`config.mk`:
```
export PLATFORM = sky130hd
export DESIGN_NAME = hall_fault_monitor
export DESIGN_NICKNAME = d
export VERILOG_FILES = /design/src/rtl/hall_mon_pkg.sv /design/src/rtl/hall_sync.sv /design/src/rtl/hall_edge_pulse.sv /design/src/rtl/hall_sticky_flag.sv /design/src/rtl/hall_fault_monitor.sv
export SDC_FILE = /design/constraint.sdc
export NUM_CORES = 1
export LEC_CHECK = 0
export ABC_CLOCK_PERIOD_IN_PS = 3000
export BUFFER_PORTS_ARGS = -buffer_cell sky130_fd_sc_hd__buf_4
export CAP_MARGIN = 20
export CORE_MARGIN = 4
export CORE_UTILIZATION = 55
export CTS_CLUSTER_DIAMETER = 150
export DETAILED_ROUTE_END_ITERATION = 10
export PLACE_DENSITY = 0.75
export SYNTH_ARGS = -nofsm -noshare
export SYNTH_HDL_FRONTEND = slang
export SYNTH_SLANG_ARGS = --single-unit
```
`constraint.sdc`:
```
create_clock -name clk -period 3 [get_ports clk]
set_input_delay 0.15 -clock clk [delete_from_list [all_inputs] [get_ports clk]]
set_output_delay 0.15 -clock clk [all_outputs]
set_load 0.05 [all_outputs]
```
`src/rtl/hall_mon_pkg.sv`:
```
package hall_mon_pkg;

    localparam int HALL_LINES = 3;

    typedef enum logic {
        PG_IDLE,
        PG_HOLD
    } pulse_state_e;

    typedef enum logic {
        FL_CLEAR,
        FL_SET
    } flag_state_e;

    // All lines equal (all low or all high) never occurs on a healthy rotor.
    function automatic logic level_is_bad(input logic [HALL_LINES-1:0] v);
        return (&v) | (~|v);
    endfunction

endpackage

```
`src/rtl/hall_sync.sv`:
```
module hall_sync #(
    parameter int WIDTH  = 3,
    parameter int STAGES = 2
) (
    input  logic             clk,
    input  logic             rst_n,
    input  logic [WIDTH-1:0] din,
    output logic [WIDTH-1:0] dout
);

    logic [WIDTH-1:0] stage_q [STAGES];

    always_ff @(posedge clk or negedge rst_n) begin
        if (!rst_n) begin
            for (int s = 0; s < STAGES; s++) begin
                stage_q[s] <= '0;
            end
        end else begin
            stage_q[0] <= din;
            for (int s = 1; s < STAGES; s++) begin
                stage_q[s] <= stage_q[s-1];
            end
        end
    end

    assign dout = stage_q[STAGES-1];

endmodule

```
`src/rtl/hall_edge_pulse.sv`:
```
module hall_edge_pulse
    import hall_mon_pkg::*;
#(
    parameter int PULSE_W = 4
) (
    input  logic clk,
    input  logic rst_n,
    input  logic arm,
    input  logic level,
    output logic edge_o,
    output logic pulse_o
);

    localparam int CW = (PULSE_W > 2) ? $clog2(PULSE_W) : 1;
    localparam logic [CW-1:0] LAST = CW'(PULSE_W - 1);

    pulse_state_e state_q, state_d;
    logic [CW-1:0] cnt_q;
    logic          prev_q;

    // Both rising and falling changes count, once the pipeline holds real samples.
    assign edge_o = arm & (level ^ prev_q);

    always_ff @(posedge clk or negedge rst_n) begin
        if (!rst_n) begin
            prev_q <= 1'b0;
        end else begin
            prev_q <= level;
        end
    end

    // State register
    always_ff @(posedge clk or negedge rst_n) begin
        if (!rst_n) begin
            state_q <= PG_IDLE;
        end else begin
            state_q <= state_d;
        end
    end

    // Next state: start, restart, expire
    always_comb begin
        state_d = state_q;
        unique case (state_q)
            PG_IDLE: if (edge_o) state_d = PG_HOLD;
            PG_HOLD: begin
                if (edge_o) begin
                    state_d = PG_HOLD;
                end else if (cnt_q == LAST) begin
                    state_d = PG_IDLE;
                end
            end
            default: state_d = PG_IDLE;
        endcase
    end

    // Width counter: reloads on each edge, clears itself at its last value.
    always_ff @(posedge clk or negedge rst_n) begin
        if (!rst_n) begin
            cnt_q <= '0;
        end else if (edge_o) begin
            cnt_q <= '0;
        end else if (state_q == PG_HOLD) begin
            cnt_q <= (cnt_q == LAST) ? '0 : cnt_q + 1'b1;
        end
    end

    // Outputs
    always_comb begin
        pulse_o = (state_q == PG_HOLD);
    end

    p_edge_starts_pulse_r8: assert property (@(posedge clk) disable iff (!rst_n)
        edge_o |=> (pulse_o && cnt_q == '0));

    p_pulse_ends_at_last_r6: assert property (@(posedge clk) disable iff (!rst_n)
        $fell(pulse_o) |-> ($past(cnt_q) == LAST));

    p_pulse_counts_up_r5: assert property (@(posedge clk) disable iff (!rst_n)
        (pulse_o && !edge_o && cnt_q != LAST) |=> (pulse_o && cnt_q == $past(cnt_q) + 1'b1));

endmodule

```
`src/rtl/hall_sticky_flag.sv`:
```
module hall_sticky_flag
    import hall_mon_pkg::*;
(
    input  logic clk,
    input  logic rst_n,
    input  logic evt,
    input  logic clr,
    output logic flag_o
);

    flag_state_e state_q, state_d;

    // State register
    always_ff @(posedge clk or negedge rst_n) begin
        if (!rst_n) begin
            state_q <= FL_CLEAR;
        end else begin
            state_q <= state_d;
        end
    end

    // Next state: raise, acknowledge. An event in the clear cycle wins.
    always_comb begin
        state_d = state_q;
        unique case (state_q)
            FL_CLEAR: if (evt) state_d = FL_SET;
            FL_SET:   if (clr && !evt) state_d = FL_CLEAR;
            default:  state_d = FL_CLEAR;
        endcase
    end

    // Outputs
    always_comb begin
        flag_o = (state_q == FL_SET);
    end

    p_event_sets_r4: assert property (@(posedge clk) disable iff (!rst_n)
        evt |=> flag_o);

    p_holds_without_clear_r3: assert property (@(posedge clk) disable iff (!rst_n)
        (flag_o && !clr) |=> flag_o);

    p_clear_drops_r3: assert property (@(posedge clk) disable iff (!rst_n)
        (clr && !evt) |=> !flag_o);

endmodule

```
`src/rtl/hall_fault_monitor.sv`:
```
module hall_fault_monitor
    import hall_mon_pkg::*;
#(
    parameter int PULSE_W     = 4,
    parameter int SYNC_STAGES = 2
) (
    input  logic                  clk,
    input  logic                  rst_n,
    input  logic [HALL_LINES-1:0] hall_in,
    input  logic                  err_clr,
    output logic                  pattern_err,
    output logic                  sequence_err,
    output logic                  cycle_toggle
);

    // Synchroniser stages plus the edge detector's previous-sample flop.
    localparam int FILL_MAX = SYNC_STAGES + 1;
    localparam int FW       = $clog2(FILL_MAX + 1);
    localparam logic [FW-1:0] FILL_DONE = FW'(FILL_MAX);

    logic [HALL_LINES-1:0] hall_s;
    logic [HALL_LINES-1:0] edge_v;
    logic [HALL_LINES-1:0] pulse_v;
    logic [FW-1:0]         fill_q;
    logic                  settled;
    logic                  level_evt;
    logic                  overlap_evt;
    logic                  toggle_q;

    hall_sync #(
        .WIDTH (HALL_LINES),
        .STAGES(SYNC_STAGES)
    ) u_sync (
        .clk  (clk),
        .rst_n(rst_n),
        .din  (hall_in),
        .dout (hall_s)
    );

    // Hold off detection until every pipeline flop holds a real sample.
    always_ff @(posedge clk or negedge rst_n) begin
        if (!rst_n) begin
            fill_q <= '0;
        end else if (fill_q != FILL_DONE) begin
            fill_q <= fill_q + 1'b1;
        end
    end
    assign settled = (fill_q == FILL_DONE);

    for (genvar g = 0; g < HALL_LINES; g++) begin : g_line
        hall_edge_pulse #(
            .PULSE_W(PULSE_W)
        ) u_pulse (
            .clk    (clk),
            .rst_n  (rst_n),
            .arm    (settled),
            .level  (hall_s[g]),
            .edge_o (edge_v[g]),
            .pulse_o(pulse_v[g])
        );
    end

    assign level_evt   = settled & level_is_bad(hall_s);
    assign overlap_evt = ($countones(pulse_v) >= 2);

    hall_sticky_flag u_level_flag (
        .clk   (clk),
        .rst_n (rst_n),
        .evt   (level_evt),
        .clr   (err_clr),
        .flag_o(pattern_err)
    );

    hall_sticky_flag u_overlap_flag (
        .clk   (clk),
        .rst_n (rst_n),
        .evt   (overlap_evt),
        .clr   (err_clr),
        .flag_o(sequence_err)
    );

    // Inverts by the parity of lines that changed in this cycle.
    always_ff @(posedge clk or negedge rst_n) begin
        if (!rst_n) begin
            toggle_q <= 1'b0;
        end else begin
            toggle_q <= toggle_q ^ (^edge_v);
        end
    end
    assign cycle_toggle = toggle_q;

    p_toggle_follows_edges_r7: assert property (@(posedge clk) disable iff (!rst_n)
        (^edge_v) |=> (cycle_toggle != $past(cycle_toggle)));

    p_toggle_quiet_r7: assert property (@(posedge clk) disable iff (!rst_n)
        !(^edge_v) |=> $stable(cycle_toggle));

    p_bad_level_flags_r2: assert property (@(posedge clk) disable iff (!rst_n)
        (settled && level_is_bad(hall_s)) |=> pattern_err);

    p_overlap_flags_r5: assert property (@(posedge clk) disable iff (!rst_n)
        ($countones(pulse_v) >= 2) |=> sequence_err);

    p_no_edge_before_settled_r9: assert property (@(posedge clk) disable iff (!rst_n)
        !settled |-> (edge_v == '0));

endmodule

```
==> Yosys cells after proc, flatten, opt, wreduce, memory -nomap -nowiden <==
Index checks and enable logic that the tools add are counted.
{ "word_totals": {"register_bits": 23, "output_inout_bits": 3} }
{ "classes": {"mux": 27, "order_cmp": 1, "n_addsub": 6, "reduce_logical": 11, "eq_ne": 5, "bitwise": 14} }
{ "ops": {"columns": ["operator", "count"], "rows": [
  ["2-to-1 mux 2 bit", 9],
  ["2-to-1 mux 1 bit", 13],
  ["one-hot mux 1 bit (2 select lines)", 5],
  ["adder 2 x 1 -> 2 bit, second input constant", 4],
  ["== test 2 bit, second input constant", 4],
  ["nonzero test 2 bit", 3],
  ["inverter 1 bit", 5],
  ["bitwise AND 1 bit", 4],
  ["bitwise XOR 1 bit", 4],
  ["adder 2 x 1 -> 3 bit", 1],
  [">= comparator 3 x 2 -> 1 bit, second input constant", 1],
  ["logical NOT 1 bit", 3],
  ["AND reduction 3 bit", 1],
  ["OR reduction 3 bit", 1],
  ["XOR reduction 3 bit", 1],
  ["adder 1 x 1 -> 2 bit", 1],
  ["logical AND 1 bit", 2],
  ["!= test 2 bit, second input constant", 1],
  ["OR 1 bit", 1]
]} }

==> Logic depth before layout (Yosys ltp) <==
{ "logic_depth": {"ltp_word": 8, "mapped_depth": 5, "mapped_depth_nobuf": 5} }

==> Cells and area by module <==
From an unflattened synthesis, not the netlist that was laid out.
{ "hier_totals": {"cells_unflattened": 71, "area_unflattened_um2": 950.9} }
{ "modules_own_cells": {"columns": ["module", "cells_per_inst", "n_inst", "area_per_inst_um2"], "rows": [
  ["hall_edge_pulse", 14, 3, 177.7],
  ["hall_fault_monitor", 14, 1, 172.7],
  ["hall_sync", 9, 1, 172.7],
  ["hall_sticky_flag", 3, 2, 36.3]
]} }

==> Least setup slack after synthesis <==
No wires, ideal clock.
{ "synth_timing": {"path_kind": "flip-flop to flip-flop", "start": "register fill_q[0]", "end": "register g_line[1].u_pulse.cnt_q[1]", "path_slack_ps": 1810, "setup_time_ps": 122, "n_path_buf": 1, "stages_incl_launch_ff": 6, "t_required_ps": 2878, "arrival_time_ps": 1069, "cell_sequence": "dfrtp_1 -> ha_1 -> buf_4 -> nand2_1 -> o2bb2ai_1 -> a32o_1"} }
{ "synth_between": {"elab_chain_cells": 3} }
{ "synth_rtl": {"columns": ["item", "line_no", "source"], "rows": [
  ["start, declared", "hall_fault_monitor.sv:24", "logic [FW-1:0] fill_q;"],
  ["start signal, assigned", "hall_fault_monitor.sv:45", "fill_q <= fill_q + 1'b1;"],
  ["== test 2 bit *", "hall_fault_monitor.sv:48", "assign settled = (fill_q == FILL_DONE);"],
  ["bitwise AND 1 bit *", "hall_edge_pulse.sv:22", "assign edge_o = arm & (level ^ prev_q);"],
  ["2-to-1 mux 2 bit or nonzero test 2 bit (tied branches)", null, null],
  ["end signal, assigned", "hall_edge_pulse.sv:64", "cnt_q <= (cnt_q == LAST) ? '0 : cnt_q + 1'b1;"],
  ["end, declared", "hall_edge_pulse.sv:18", "logic [CW-1:0] cnt_q;"]
]} }
Mark *: on every way between the ends. The rest lies on a longest branch, timed or not.
A chain may end at the register's enable or synchronous reset.

==> Worst setup path in the final report <==
Same ends and word-level chain as after synthesis.

==> metrics.csv <==
stage,metric,value,unit
outcome,outcome,"complete, no violations",
worst_setup_path,cp_top_family,flip-flops,
timing,finalSetupViolCount,0,
worst_setup_path,r2r_start,fill_q[0]$_DFFE_PN0P_,
floorplanning,rows,14,
min_path,worstHoldStart,err_clr,
clock_tree,path_clk_slew,110,ps
logic_synthesis,netlist_instances,71,
clock_tree,post-cts-setup-buffer-count,0,
drt,via_per_inst,5.16,
timing,holdWs,37.6,ps
timing,skew,2.16,ps
floorplanning,core_region_area,0.00156,mm^2
final_layout,num-nets-final,99,
timing,period_share,0.429,
logic_synthesis,avgSynthCellArea,13.1,um^2
timing,drv_slew,0,
floorplanning,die_w,49.2,um
worst_setup_path,cp_max_fo,10,
clock_tree,cts_resized,0,
logic_synthesis,ys.flop_type,dfrtp_1,
clock_tree,cts_tree,done,
logic_synthesis,synth_top_area_share,0.617,
timing,worst_pin_slew,304,ps
floorplanning,die_h,49.2,um
grt,grt_max_degree,24,
logic_synthesis,async_reset_ff_frac,1.00,
logic_synthesis,synth.ff_latch_count,23,
worst_setup_path,cp-end-kind,register,
worst_setup_path,worstPathArrival,1490,ps
placement,placed_area,0.00101,mm^2
drt,ant_nets,0,
timing,setup_tns,0,ps
timing,max_freq,776,MHz
drt,wl,1230,um
worst_setup_path,cp_num_cells,3,
drt,drc,0,
clock_tree,htreeDepth,1,
placement,hpwl,901,um
min_path,hold_class,in2reg,
worst_setup_path,worstSetupPathType,reg2reg,
pwr,power,0.773,mW
worst_setup_path,worstPathCellList,ha_1 -> nand2_1 -> a32o_1,
logic_synthesis,syn_area,933,um^2
placement,gp_congestion,0.729,
clock_tree,insertion_delay,300,ps
min_path,hold-path-endpoint,u_overlap_flag.flag_o$_DFF_PN0_,
final_layout,final_cell_area,0.00107,mm^2
worst_setup_path,r2r_end,g_line[1].u_pulse.cnt_q[1]$_DFFE_PN0P_,
grt,grt_pass1_wl,2300,um
placement,place_ws,1730,ps
worst_setup_path,crit_buf_inv,0,
timing,timing.final.ws_setup,1710,ps
timing,hold_viol_final,0,
logic_synthesis,yosysSeqAreaShare,0.617,
drt,firstDrtPassIters,4,
grt,grt_use_total,0.124,
clock_tree,cts.path.max_buffers,2,
floorplanning,pin_count,9,
drt,drtIter0Drc,4,
floorplanning,start_util,0.599,
worst_setup_path,r2r_slack,1710,ps
timing,rsz0062_at_grt,no,
final_layout,post-route-util,0.688,
min_path,worstHoldPathCells,2,
worst_setup_path,worstRegToRegCells,3,
clock_tree,holdBufCountCts,4,
placement,buffer_ports.inserted,8,
clock_tree,cts_buffers,3,
clock_tree,cts.sinks,23,
timing,period_needed,1290,ps
logic_synthesis,yosysTopAreaCell,dfrtp_1,
timing,slew-limit-headroom,0.797,
final_layout,area_growth,14.9,%
grt,first_global_vias,564,
drt,wl_per_cell,12.0,um
final_layout,drive_above_1_share,0.198,
worst_setup_path,start_kind,register,
logic_synthesis,synth_nets,83,
flow_run,maxCapViolCount,0,
final_layout,instances_no_fill,102,
worst_setup_path,critPathSlowestCell,dfrtp_1,
pwr,irDropWorstVdd,410,uV
pwr,power_density,720,mW/mm^2
placement,dp.cells,94,
logic_synthesis,synth.area.top_cells,"dfrtp_1 (62%), ha_1 (8.0%), a21oi_1 (3.8%)",
logic_synthesis,synth.distinct_cells,18,
grt,gr-total-overflow,0,
logic_synthesis,synth_edf_count,0,
pwr,leakagePower,0.525,nW
drt,vias,526,
clock_tree,root_buffer,clkbuf_4,
floorplanning,die_area,0.00242,mm^2
final_layout,diodes,0,
worst_setup_path,max_stage_delay,410,ps
worst_setup_path,worstPathRequired,3200,ps
grt,antenna_found_initial,0,
logic_synthesis,ys.warnings.count,0,
-- how the worst max path moves through the flow --
stage | from | endpoint | slack (ps)
floorplan | fill_q[0]$_DFFE_PN0P_ | g_line[1].u_pulse.cnt_q[1]$_DFFE_PN0P_ | 1810
global placement | fill_q[0]$_DFFE_PN0P_ | g_line[1].u_pulse.cnt_q[1]$_DFFE_PN0P_ | 1790
detailed placement | fill_q[0]$_DFFE_PN0P_ | g_line[1].u_pulse.cnt_q[1]$_DFFE_PN0P_ | 1730
CTS | fill_q[0]$_DFFE_PN0P_ | g_line[1].u_pulse.cnt_q[1]$_DFFE_PN0P_ | 1720
global route | fill_q[0]$_DFFE_PN0P_ | g_line[1].u_pulse.cnt_q[1]$_DFFE_PN0P_ | 1590
finish | fill_q[0]$_DFFE_PN0P_ | g_line[1].u_pulse.cnt_q[1]$_DFFE_PN0P_ | 1710
-- state kept, by name, indices dropped and copies added (netlist names) --
| register | flops |
|---|---|
| cycle_toggle | 1 |
| fill_q | 2 |
| g_line.u_pulse.cnt_q | 6 |
| g_line.u_pulse.prev_q | 3 |
| g_line.u_pulse.pulse_o | 3 |
| u_level_flag.flag_o | 1 |
| u_overlap_flag.flag_o | 1 |
| u_sync.dout | 3 |
| u_sync.stage_q | 3 |
-- where the power goes --
group / leakage (nW) / internal, mW / switching, mW
registers: 0.260 / 0.369 / 0.0418
logic: 0.250 / 0.107 / 0.119
clock network: 0.0150 / 0.0518 / 0.0838
-- cells in the final DEF, fill, tap and decap left out, drive strengths merged, types with 2 or more instances in the layout --
cell type,count
dfrtp,23
dlygate4sd3,4
ha,6
inv,3
a21oi,7
clkbuf,4
buf,8
o21ai,3
nand2b,3
xnor2,3
nand2,8
xor2,4
mux2i,2
mux2,3
-- area by class of cell --
type                       instances  area, um^2
sequential                        23         576
fill                             118         487
clock buffer                       4        26.3
tap                               16        20.0
timing repair buffer              12         100
inverter                           3        11.3
multi-input combinational         44         339
-- kinds of logic after synthesis --
family	synth area share
xor+xnor	0.0818
mux	0.0576
simple gates	0.0697
buf+inv	0.0201
flops	0.617
fa+ha+maj	0.0804
compound gates	0.0737
-- layer usage --
layer  routed length, um  global-route usage  vias to the layer above  share of wire
met2                 575               0.199                        9           0.47
li1                    -                   -                      266              -
met4                  13              0.0616                        0          0.011
met3                  50              0.0367                        2          0.041
met1                 586               0.152                      249           0.48
met5                   0                   0                        -              0
-- cell usage after synthesis (2+ instances only) --
| cell type | n |
|---|---|
| mux2_2 | 3 |
| ha_1 | 6 |
| o21ai_0 | 3 |
| mux2i_1 | 2 |
| a21oi_1 | 7 |
| xor2_2 | 2 |
| xnor2_1 | 3 |
| nand2b_1 | 3 |
| xor2_1 | 2 |
| dfrtp_1 | 23 |
| nand2_1 | 8 |
| inv_1 | 3 |
Note: power is estimated with default switching activity, not from simulation.
